## src/rtl/ebus_pkg.sv

```systemverilog
`timescale 1ns/1ps
package ebus_pkg;

    typedef enum logic [1:0] {
        K_DREAD  = 2'b00,
        K_DWRITE = 2'b01,
        K_CODE   = 2'b10,
        K_CFG    = 2'b11
    } kind_e;

    typedef enum logic [1:0] {
        PH_IDLE  = 2'b00,
        PH_ALE   = 2'b01,
        PH_STRB  = 2'b10,
        PH_FLOAT = 2'b11
    } phase_e;

    localparam int WAIT_W = 2;

    // Joint decode of the float enable (active low) and the wait code.
    function automatic logic [WAIT_W-1:0] wait_count(input logic edf_n,
                                                     input logic [1:0] code);
        if (edf_n) begin
            return ~code;
        end
        return code[1] ? 2'd1 : 2'd3;
    endfunction

endpackage

```

## src/rtl/ebus_wait_decode.sv

```systemverilog
`timescale 1ns/1ps
module ebus_wait_decode
    import ebus_pkg::*;
#(
    parameter int REGION_W    = 2,
    parameter int WAIT_REGION = 1
) (
    input  logic                edf_n,
    input  logic [1:0]          wait_code,
    input  logic [REGION_W-1:0] region,
    input  kind_e               kind,
    output logic [WAIT_W-1:0]   waits,
    output logic                float_en
);
    localparam logic [REGION_W-1:0] HIT_REGION = REGION_W'(WAIT_REGION);

    logic region_hit;
    logic is_read;

    always_comb begin
        region_hit = (region == HIT_REGION);
        is_read    = (kind != K_DWRITE);
        waits      = region_hit ? wait_count(edf_n, wait_code) : '0;
        float_en   = is_read && (!edf_n || kind == K_CFG);
    end

endmodule

```

## src/rtl/ebus_sync2.sv

```systemverilog
`timescale 1ns/1ps
module ebus_sync2 #(
    parameter logic RESET_VAL = 1'b1
) (
    input  logic clk,
    input  logic rst_n,
    input  logic async_in,
    output logic sync_out
);
    logic meta_q;
    logic stable_q;

    always_ff @(posedge clk or negedge rst_n) begin
        if (!rst_n) begin
            meta_q   <= RESET_VAL;
            stable_q <= RESET_VAL;
        end else begin
            meta_q   <= async_in;
            stable_q <= meta_q;
        end
    end

    assign sync_out = stable_q;

endmodule

```

## src/rtl/ebus_wclk_gen.sv

```systemverilog
`timescale 1ns/1ps
module ebus_wclk_gen (
    input  logic clk,
    input  logic rst_n,
    input  logic enable,
    output logic wclk
);
    logic wclk_d;
    logic wclk_q;

    always_comb begin
        wclk_d = enable ? ~wclk_q : 1'b0;
    end

    always_ff @(posedge clk or negedge rst_n) begin
        if (!rst_n) begin
            wclk_q <= 1'b0;
        end else begin
            wclk_q <= wclk_d;
        end
    end

    assign wclk = wclk_q;

endmodule

```

## src/rtl/ext_bus_seq.sv

```systemverilog
`timescale 1ns/1ps
module ext_bus_seq
    import ebus_pkg::*;
#(
    parameter int REGION_W     = 2,
    parameter int WAIT_REGION  = 1,
    parameter int FLOAT_STATES = 2
) (
    input  logic                clk,
    input  logic                rst_n,
    input  logic                req_valid,
    input  logic [1:0]          req_kind,
    input  logic [REGION_W-1:0] req_region,
    input  logic                cfg_edf_n,
    input  logic [1:0]          cfg_wait_code,
    input  logic                rtw_en,
    input  logic                wclk_en,
    input  logic                wait_n,
    output logic                ale,
    output logic                rd_n,
    output logic                wr_n,
    output logic                psen_n,
    output logic                done,
    output logic                wclk
);
    localparam int MAX_WAIT = (1 << WAIT_W) - 1;
    localparam int CNT_MAX  = (FLOAT_STATES > MAX_WAIT) ? FLOAT_STATES : MAX_WAIT;
    localparam int CNT_W    = $clog2(CNT_MAX + 1);
    localparam logic [CNT_W-1:0] FLOAT_LOAD = CNT_W'(FLOAT_STATES - 1);

    typedef struct packed {
        phase_e              phase;
        logic [CNT_W-1:0]    cnt;
        kind_e               kind;
        logic                flt;
        logic                pend;
        kind_e               pkind;
        logic [REGION_W-1:0] pregion;
        logic                done;
    } seq_t;

    seq_t seq_d;
    seq_t seq_q;

    logic                wait_s;
    kind_e               sel_kind;
    logic [REGION_W-1:0] sel_region;
    logic [WAIT_W-1:0]   dec_waits;
    logic                dec_float;
    logic                strobe_on;

    ebus_sync2 #(.RESET_VAL(1'b1)) wait_sync_i (
        .clk     (clk),
        .rst_n   (rst_n),
        .async_in(wait_n),
        .sync_out(wait_s)
    );

    ebus_wclk_gen wclk_i (
        .clk   (clk),
        .rst_n (rst_n),
        .enable(wclk_en),
        .wclk  (wclk)
    );

    always_comb begin
        sel_kind   = seq_q.pend ? seq_q.pkind   : kind_e'(req_kind);
        sel_region = seq_q.pend ? seq_q.pregion : req_region;
    end

    ebus_wait_decode #(
        .REGION_W   (REGION_W),
        .WAIT_REGION(WAIT_REGION)
    ) decode_i (
        .edf_n    (cfg_edf_n),
        .wait_code(cfg_wait_code),
        .region   (sel_region),
        .kind     (sel_kind),
        .waits    (dec_waits),
        .float_en (dec_float)
    );

    always_comb begin
        seq_d      = seq_q;
        seq_d.done = 1'b0;

        unique case (seq_q.phase)
            PH_IDLE: begin
                if (seq_q.pend || req_valid) begin
                    seq_d.phase = PH_ALE;
                    seq_d.kind  = sel_kind;
                    seq_d.cnt   = CNT_W'(dec_waits);
                    seq_d.flt   = dec_float;
                    if (seq_q.pend) begin
                        // Held request starts; a fresh pulse takes the slot.
                        seq_d.pend    = req_valid;
                        seq_d.pkind   = kind_e'(req_kind);
                        seq_d.pregion = req_region;
                    end
                end
            end
            PH_ALE: begin
                seq_d.phase = PH_STRB;
            end
            PH_STRB: begin
                if (seq_q.cnt != '0) begin
                    seq_d.cnt = seq_q.cnt - 1'b1;
                end else if (rtw_en && !wait_s) begin
                    seq_d.phase = PH_STRB;
                end else if (seq_q.flt) begin
                    seq_d.phase = PH_FLOAT;
                    seq_d.cnt   = FLOAT_LOAD;
                end else begin
                    seq_d.phase = PH_IDLE;
                    seq_d.done  = 1'b1;
                end
            end
            PH_FLOAT: begin
                if (seq_q.cnt != '0) begin
                    seq_d.cnt = seq_q.cnt - 1'b1;
                end else begin
                    seq_d.phase = PH_IDLE;
                    seq_d.done  = 1'b1;
                end
            end
            default: seq_d.phase = PH_IDLE;
        endcase

        if (req_valid && seq_q.phase != PH_IDLE && !seq_q.pend) begin
            seq_d.pend    = 1'b1;
            seq_d.pkind   = kind_e'(req_kind);
            seq_d.pregion = req_region;
        end
    end

    always_ff @(posedge clk or negedge rst_n) begin
        if (!rst_n) begin
            seq_q <= '{phase: PH_IDLE, cnt: '0, kind: K_DREAD, flt: 1'b0,
                       pend: 1'b0, pkind: K_DREAD, pregion: '0, done: 1'b0};
        end else begin
            seq_q <= seq_d;
        end
    end

    always_comb begin
        strobe_on = (seq_q.phase == PH_STRB);
        ale       = (seq_q.phase == PH_ALE);
        rd_n      = !(strobe_on && seq_q.kind == K_DREAD);
        wr_n      = !(strobe_on && seq_q.kind == K_DWRITE);
        psen_n    = !(strobe_on && seq_q.kind[1]);
        done      = seq_q.done;
    end

endmodule

```

## config.mk

```make
export PLATFORM = sky130hd
export DESIGN_NAME = ext_bus_seq
export DESIGN_NICKNAME = d
export VERILOG_FILES = /design/src/rtl/ebus_pkg.sv /design/src/rtl/ebus_wait_decode.sv /design/src/rtl/ebus_sync2.sv /design/src/rtl/ebus_wclk_gen.sv /design/src/rtl/ext_bus_seq.sv
export SDC_FILE = /design/constraint.sdc
export NUM_CORES = 1
export LEC_CHECK = 0
export BUFFER_PORTS_ARGS = -buffer_cell sky130_fd_sc_hd__buf_4
export CAP_MARGIN = 20
export CELL_PAD_IN_SITES_DETAIL_PLACEMENT = 0
export CELL_PAD_IN_SITES_GLOBAL_PLACEMENT = 1
export CORE_MARGIN = 2
export CORE_UTILIZATION = 35
export CTS_CLUSTER_SIZE = 16
export DETAILED_ROUTE_END_ITERATION = 16
export MAX_ROUTING_LAYER = met4
export PLACE_DENSITY = 0.77
export SLEW_MARGIN = 15
export SYNTH_ARGS = -nofsm -noshare
export SYNTH_HDL_FRONTEND = slang
export SYNTH_HIERARCHICAL = 1
export SYNTH_SLANG_ARGS = --single-unit
```

## constraint.sdc

```tcl
create_clock -name clk -period 1.9 [get_ports clk]
set_input_delay 0.095 -clock clk [delete_from_list [all_inputs] [get_ports clk]]
set_output_delay 0.095 -clock clk [all_outputs]
set_load 0.05 [all_outputs]
```

======== Word level (Yosys, flattened, before mapping) ========
Cells that the tools add are included.
Widths: inputs -> output; s select.
word-level totals
  register bits after elaboration ......... 16
  input port bits ......................... 13
  output and inout port bits .............. 6
  word-level logic and storage cells ...... 82
operators by class
  add/subtract/negate cells ............... 1
  eq/ne operators ......................... 13
  multiplexer cells ....................... 27
  bitwise logic cells ..................... 2
  reduce and logical (&&, ||, !) cells .... 28
operator list
  operator             count
  $mux 2               14
  $mux 5               3
  $mux 12              1
  $reduce_bool 2->1    5
  $ne 2x2->1 const B   4
  $pmux 2 s4           1
  $logic_and 1x1->1    7
  $eq 2x1->1 const B   3
  $eq 2x2->1 const B   3
  $logic_not 1->1      6
  $mux 1               6
  $ne 3x2->1 const B   2
  $pmux 2 s3           1
  $reduce_and 3->1     2
  $reduce_and 5->1     1
  $logic_not 2->1      2
  $reduce_and 2->1     2
  $reduce_bool 3->1    1
  $logic_or 1x1->1     2
  $ne 2x1->1 const B   1
  $not 2->2            1
  $pmux 1 s2           1
  $sub 2x1->2 const B  1
  $not 1->1            1

======== Depth between registers and ports, before layout ========
Gate-level depths: netlist of the first run.
  depth in word-level cells ............... 7
  depth in mapped cells ................... 7
  gate-level depth less buffers ........... 6

======== Cells and area by module ========
The synthesis of the first run kept the hierarchy.
by module, submodules not included
  module            times used  cells an instance  area each (µm²)  sequential area each (µm²)
  ext_bus_seq       1           69                 763.2            325.3
  ebus_sync2        1           2                  52.6             52.6
  ebus_wclk_gen     1           2                  38.8             25.0
  ebus_wait_decode  1           5                  35.0             0.0

======== Worst setup path before layout of the first run ========
Ideal clock, no wire load.
  kind .................................... register -> register
  from .................................... reg seq_q[5] (netlist name)
  to ...................................... reg seq_q[9] (netlist name)
  library setup time ...................... 79 ps
  arrival ................................. 1324 ps
  data required time ...................... 1821 ps
  setup slack ............................. 497 ps
  stages on the path, launching flop included .. 8
  buffers on the path ..................... 1
  period minus slack after synthesis ...... 1403 ps
  path through ............................ dfrtp_1 > buf_6 > mux2_1 > nand2b_4 > a21oi_2 > nor3b_1 > a21oi_1 > mux2i_1
between the ends
  longest elaborated chain between the ends .. 5
  elaborated cells on any way between the ends .. 8
  classes of those cells .................. eq/ne (2); mux (4); reduce/logical (2)
ends and longest elaborated chain
  element                 line                    source
  start, declared         ext_bus_seq.sv:43       seq_t seq_q;
  start signal, assigned  ext_bus_seq.sv:138      seq_q <= '{phase: PH_IDLE, cnt: '0, kind: K_DREAD, flt: 1'b0,
  start signal, assigned  ext_bus_seq.sv:141      seq_q <= seq_d;
  $mux 2                  ext_bus_seq.sv:68       sel_region = seq_q.pend ? seq_q.pregion : req_region;
  via sel_region[1]       ext_bus_seq.sv:47       logic [REGION_W-1:0] sel_region;
  $eq 2x1->1              ebus_wait_decode.sv:21  region_hit = (region == HIT_REGION);
  $mux 2                  ebus_wait_decode.sv:23  waits = region_hit ? wait_count(edf_n, wait_code) : '0;
  via dec_waits[0]        ext_bus_seq.sv:48       logic [WAIT_W-1:0] dec_waits;
  $mux 12                 ext_bus_seq.sv:89       if (seq_q.pend || req_valid) begin
  $pmux 2 s3              ext_bus_seq.sv:87       unique case (seq_q.phase)
The timed path passes the listed nets, and every way through them passes these cells. The select of a mux whose other input is x is not followed.
A chain may end at the register's enable or synchronous reset.

======== Worst setup path after layout of the first run ========
  from .................................... reg seq_q[12] (netlist name)
  to ...................................... out rd_n
between the ends
  longest elaborated chain between the ends .. 3
ends and longest elaborated chain
  element            line                source
  $eq 2x2->1         ext_bus_seq.sv:146  strobe_on = (seq_q.phase == PH_STRB);
  $logic_and 1x1->1  ext_bus_seq.sv:148  rd_n = !(strobe_on && seq_q.kind == K_DREAD);
  $logic_not 1->1    ext_bus_seq.sv:148
  end, declared      ext_bus_seq.sv:20   output logic rd_n,
No other way between the ends.

==> impl_metrics.json, run 1 <==
{
  "crit_slowest_cell": "dfrtp_1",
  "maxCapViolCount": 0,
  "rows": 18,
  "hold_viol_final": 0,
  "grt_pass1_vias": 676,
  "synth_most_common_cell": "dfrtp_1",
  "period_share": 0.944,
  "synth_common_cells": "dfrtp_1, mux2_1, nor2_1",
  "cp.arrival_ns": 1.70,
  "fin_crit_ns": 1.79,
  "cp.required_ns": 1.80,
  "insertion_delay_ns": 0.29,
  "numCtsBuffers": 3,
  "dr_total_vias": 631,
  "path_max_fanout": 11,
  "synth_flop_cell": "dfrtp_1",
  "irDropWorstVdd_v": 0.000929,
  "synth_enable_flop_cells": 0,
  "synthTopCellsByArea": "dfrtp_1, mux2_1, dfstp_2, ha_1, buf_6",
  "p_leak_uw": 0.000484,
  "die_w_um": 54.4,
  "grt_first_pass_wirelength_um": 2840,
  "track_usage": 0.142,
  "nFillCells": 241,
  "htreeDepth": 1,
  "routedWlPerCell_um": 12.6,
  "worst_clock_skew_ns": 0.0137,
  "path_cells": "and2b_4 -> or3b_1 -> buf_4",
  "syn_avg_cell_area_um2": 11.4,
  "crit_type": "flip-flop to primary output",
  "hold_class": "primary input to flip-flop",
  "grt-ovfl-total": 0,
  "synth_top_area_share": 0.394,
  "drt-pass1-iter-count": 4,
  "setup_tns_ns": 0,
  "cpLargestDelayFamily": "flip-flops",
  "port_buffers": 18,
  "dp_hpwl_um": 1250,
  "rsz0062_at_grt": "no",
  "postPlaceCellArea_mm2": 0.00103,
  "critPathCaptureType": "primary output",
  "wl_um": 1630,
  "netlist-cell-type-count": 26,
  "slew_viol_final": 0,
  "cp-start-kind": "flip-flop",
  "setup_viol": 0,
  "core-area_mm2": 0.00243,
  "syn-num-nets": 94,
  "async_reset_ff_frac": 1.00,
  "drc": 0,
  "synth_seq_cells": 16,
  "multi_input_area_um2": 442,
  "io_pins": 19,
  "synthesis.area_um2": 890,
  "powerDensity_mw_per_mm2": 1600,
  "drt_iter0_drc": 11,
  "critical_path_buf_inv_count": 1,
  "max_freq_mhz": 558,
  "seqCellArea_um2": 403,
  "synth_cells": 78,
  "yosysTopAreaCell": "dfrtp_1",
  "fp.dieH_um": 54.4,
  "cts_setup_buffers": 0,
  "antenna_found_initial": 0,
  "clk_path_buf_depth": 2,
  "cpPeakStageDelay_ns": 0.61,
  "status": "finished, final reports clean",
  "viasPerCell": 4.89,
  "cts_tree": "built",
  "ant_nets": 0,
  "regToRegSetupSlack_ns": 0.31,
  "syn_to_final_growth_pct": 20.8,
  "grt_max_degree": 17,
  "die_area_mm2": 0.00296,
  "maxSlewHeadroom": 0.721,
  "cts_sinks": 16,
  "initial_core_util": 0.366,
  "clkTransAtPathRegs_ns": 0.10,
  "ys_seq_area_frac": 0.453,
  "drive_above_1_share": 0.343,
  "final_area_mm2": 0.00107,
  "cts_root_buf": "clkbuf_4",
  "yosys_warnings": 6,
  "fin_nets": 116,
  "tightest_slew_ns": 0.419,
  "place.gp.congestion": 0.773,
  "diodes": 0
}
[layer usage]
layer / vias to the layer above / routed length [um] / track usage
met2: 15 / 809 / 0.255
li1: 306 / - / -
met3: 2 / 59 / 0.0410
met4: 0 / 19 / 0.0500
met1: 308 / 739 / 0.146
met5: - / 0 / -
[final timing paths]
check	start	to	cells past startpoint
min	req_region[1]	seq_q[2]$_DFFE_PN0P_	2
max in group asynchronous	rst_n	wait_sync_i/meta_q$_DFF_PN1_	2
min reg2reg	wait_sync_i/meta_q$_DFF_PN1_	wait_sync_i/sync_out$_DFF_PN1_	0
max	seq_q[12]$_DFFE_PN0P_	rd_n	3
max reg2reg	seq_q[5]$_DFFE_PN0P_	seq_q[9]$_DFFE_PN0P_	6
min in group asynchronous	rst_n	seq_q[12]$_DFFE_PN0P_	2
[registers in the layout, indices dropped and copies added, names as in the netlist]
| name | flops |
|---|---|
| seq_q | 12 |
| done | 1 |
| wait_sync_i/meta_q | 1 |
| wait_sync_i/sync_out | 1 |
| wclk_i/wclk | 1 |
[final cells by class]
cell class | instances | share of cell area
Sequential cell | 16 | 0.375
Clock buffer | 4 | 0.0244
Inverter | 3 | 0.0105
Multi-Input combinational cell | 56 | 0.411
Tap cell | 30 | 0.0349
Timing Repair Buffer | 20 | 0.144
[metrics by stage]
step / power (uW) / utilization / hold slack, ns / worst slack, ns / std cells
finish: 1720 / 0.442 / 0.0244 / 0.107 / 129
global route: 1870 / 0.442 / 0.0168 / 0.0144 / 129
CTS: 1740 / 0.442 / 0.0223 / 0.104 / 129
detailed placement: 1550 / 0.423 / -0.0285 / 0.326 / 123
global placement: 1520 / 0.423 / -0.0310 / 0.334 / 123
floorplan: 1390 / - / -0.201 / 0.497 / 78
[power breakdown]
group / switching [uW] / internal (uW)
registers: 162 / 483
clock network: 103 / 81.4
logic: 465 / 425
[layout by cell type, fill, tap and decap left out, types with 3 or more instances in the layout]
| cell | count |
|---|---|
| buf_4 | 18 |
| a21oi_1 | 4 |
| ha_1 | 3 |
| nand2_1 | 7 |
| clkbuf_4 | 3 |
| nor2_1 | 8 |
| mux2_2 | 3 |
| dfrtp_1 | 14 |
| mux2i_1 | 3 |
| inv_1 | 3 |
| mux2_1 | 8 |
[timing repair]
action / 4_1_cts / 5_1_grt
endpoints found under the setup margin: 0 / 0
hold endpoints to repair: 17 / 0
hold buffers: 2 / 0
gates resized for setup: 0 / 0
[logic make-up (layout without fill, tap and decap cells)]
group                      Yosys count  count (layout)  share of synthesized area
adders and majority gates            3               3                     0.0422
muxes                               14              14                      0.173
AOI/OAI and AO/OA                   12              12                     0.0914
DFF                                 16              16                      0.453
buffers and inverters                6              27                     0.0506
and+or+nand+nor                     27              27                      0.190
Power figures use the tool's default switching activity.
==> inputs of run 2 (changes only) <==
- CAP_MARGIN: 20 -> unset
- CORE_UTILIZATION: 35 -> 26
- PLACE_DENSITY: 0.77 -> 0.64
- SYNTH_HIERARCHICAL: 1 -> unset
==> run 2 against run 1 <==
Total power up 3.2%; area after synthesis down 0.84%; largest cell class unchanged; synthesized cell count up 6.4%; die area up 31%; final area up 3.1%; clock skew down 0.0088 ns; utilization down 10 points; non-clock buffer count up 1; maximum frequency up 5.4%; critical path depth up 1; clock power up 24%; highest routed layer unchanged.
==> impl_metrics.json, run 2 <==
{
  "synth_most_common_cell": "dfrtp_1",
  "cp.required_ns": 1.80,
  "setup_tns_ns": 0,
  "path_max_fanout": 7,
  "rows": 21,
  "crit_path_frequent_cell": "buf_4",
  "drt_iter0_drc": 12,
  "drive_above_1_share": 0.305,
  "netlist-cell-type-count": 30,
  "powerDensity_mw_per_mm2": 1600,
  "die_w_um": 62.2,
  "path_cells": "buf_4 -> nand2b_1 -> or3_1 -> buf_4",
  "cts_root_buf": "clkbuf_4",
  "async_reset_ff_frac": 1.00,
  "place.gp.congestion": 0.729,
  "insertion_delay_ns": 0.29,
  "drc": 0,
  "numCtsBuffers": 3,
  "max_freq_mhz": 588,
  "top_register": "seq_q",
  "grt_first_pass_wirelength_um": 2910,
  "grt-ovfl-total": 0,
  "wl_um": 1680,
  "cp.arrival_ns": 1.61,
  "dp_hpwl_um": 1280,
  "yosysTopAreaCell": "dfrtp_1",
  "critPathCaptureType": "primary output",
  "maxSlewHeadroom": 0.718,
  "cpPeakStageDelay_ns": 0.52,
  "cts_sinks": 16,
  "tightest_slew_ns": 0.423,
  "htreeDepth": 1,
  "grt_pass1_vias": 648,
  "routedWlPerCell_um": 11.1,
  "place_ws_ns": 0.280,
  "drt-pass1-iter-count": 4,
  "setup_slack_ns": 0.199,
  "track_usage": 0.102,
  "multi_input_area_um2": 430,
  "period_share": 0.895,
  "syn_avg_cell_area_um2": 10.6,
  "synth_cells": 83,
  "utilization": 0.338,
  "crit_slowest_cell": "dfrtp_1",
  "synthesis.area_um2": 882,
  "nFillCells": 344,
  "largest_reg_flops": 12,
  "rsz0062_at_grt": "no",
  "final_cell_mix": "buf_4, dfrtp_1, nand2_1, nor2b_1, o21ai_0",
  "synth_flop_cell": "dfrtp_1",
  "syn-num-nets": 99,
  "fin_crit_ns": 1.70,
  "synth_seq_cells": 16,
  "final_common_cell": "buf_4",
  "slew_viol_final": 0,
  "clk_path_buf_depth": 2,
  "irDropWorstVdd_v": 0.000477,
  "final_area_mm2": 0.00111,
  "hold_class": "primary input to flip-flop",
  "viasPerCell": 4.27,
  "cpLargestDelayFamily": "flip-flops",
  "critical_path_buf_inv_count": 2,
  "synth_top_area_share": 0.397,
  "die_area_mm2": 0.00387,
  "cp-start-kind": "flip-flop",
  "ys_seq_area_frac": 0.457,
  "hold_viol_final": 0,
  "dr_total_vias": 645,
  "yosys_warnings": 0,
  "clkTransAtPathRegs_ns": 0.10,
  "antenna_found_initial": 0,
  "status": "finished, final reports clean",
  "setup_viol": 0,
  "postPlaceCellArea_mm2": 0.00105,
  "worst_clock_skew_ns": 0.00486,
  "diodes": 0,
  "seqCellArea_um2": 403,
  "crit_type": "flip-flop to primary output",
  "maxCapViolCount": 0,
  "port_buffers": 18,
  "fin_nets": 122,
  "synth_enable_flop_cells": 0,
  "syn_to_final_growth_pct": 25.7,
  "cts_tree": "built",
  "initial_core_util": 0.269,
  "fp.dieH_um": 62.2,
  "grt_max_degree": 17,
  "io_pins": 19,
  "p_leak_uw": 0.000500,
  "synthTopCellsByArea": "dfrtp_1, dfstp_2, mux2_1, mux2i_1, ha_1",
  "synth_common_cells": "dfrtp_1, nand2_1, nor2b_1, o21ai_0",
  "ant_nets": 0,
  "core-area_mm2": 0.00328
}
run 2: cell count changes after synthesis, moves of 2 or more:
cell     change
mux2_1       -4
nor2b_1      +4
o21ai_0      +4
mux2_2       -3
nor2_1       -3
inv_1        +2
nor3_1       +2
nor3b_1      -2
run 2: repair_timing:
item / 4_1_cts / 5_1_grt
gates resized for setup: 0 / 0
setup buffers: 0 / 0
endpoints found under the hold margin: 17 / 0
hold buffers: 2 / 0
run 2: area by class of cell:
class                           instances  share of cell area
Tap cell                               46              0.0519
Timing Repair Buffer                   21               0.147
Clock buffer                            4              0.0327
Inverter                                5              0.0169
Multi-Input combinational cell         59               0.388
Sequential cell                        16               0.363
run 2: logic make-up after synthesis:
| group | count (synthesis) | synth area share |
|---|---|---|
| buf+inv | 8 | 0.0553 |
| simple gates | 28 | 0.176 |
| fa+ha+maj | 4 | 0.0539 |
| mux | 9 | 0.113 |
| flops | 16 | 0.457 |
| compound gates | 18 | 0.145 |
run 2: path summary, 6_finish.rpt:
path	to	startpoint	slack, ns	cells past startpoint
setup / recovery	rd_n	seq_q[12]$_DFFE_PN0P_	0.20	4
hold / removal	seq_q[2]$_DFFE_PN0P_	req_region[1]	0.02	2
setup reg to reg	seq_q[9]$_DFFE_PN0P_	seq_q[9]$_DFFE_PN0P_	0.26	6
hold reg to reg	wait_sync_i.sync_out$_DFF_PN1_	wait_sync_i.meta_q$_DFF_PN1_	0.36	0
max in group asynchronous	wait_sync_i.meta_q$_DFF_PN1_	rst_n	1.46	2
min in group asynchronous	seq_q[12]$_DFFE_PN0P_	rst_n	0.20	2
run 2: through the flow:
step	cells	hold slack, ns	power (uW)
finish	151	0.0196	1780
global route	151	0.00129	1940
CTS	151	0.00500	1800
detailed placement	145	-0.0276	1570
global placement	145	-0.0305	1550
floorplan	83	-0.201	1380
run 2: report_power, final:
group,leakage (uW),switching (uW),internal [uW]
Clock,0.0000210,112,117
Sequential,0.000192,175,482
Combinational,0.000288,479,412
run 2: routing by layer:
layer	share of wire	track usage
met5	0	-
met4	0.025	0.0583
met3	0.044	0.0417
met2	0.47	0.158
met1	0.46	0.113
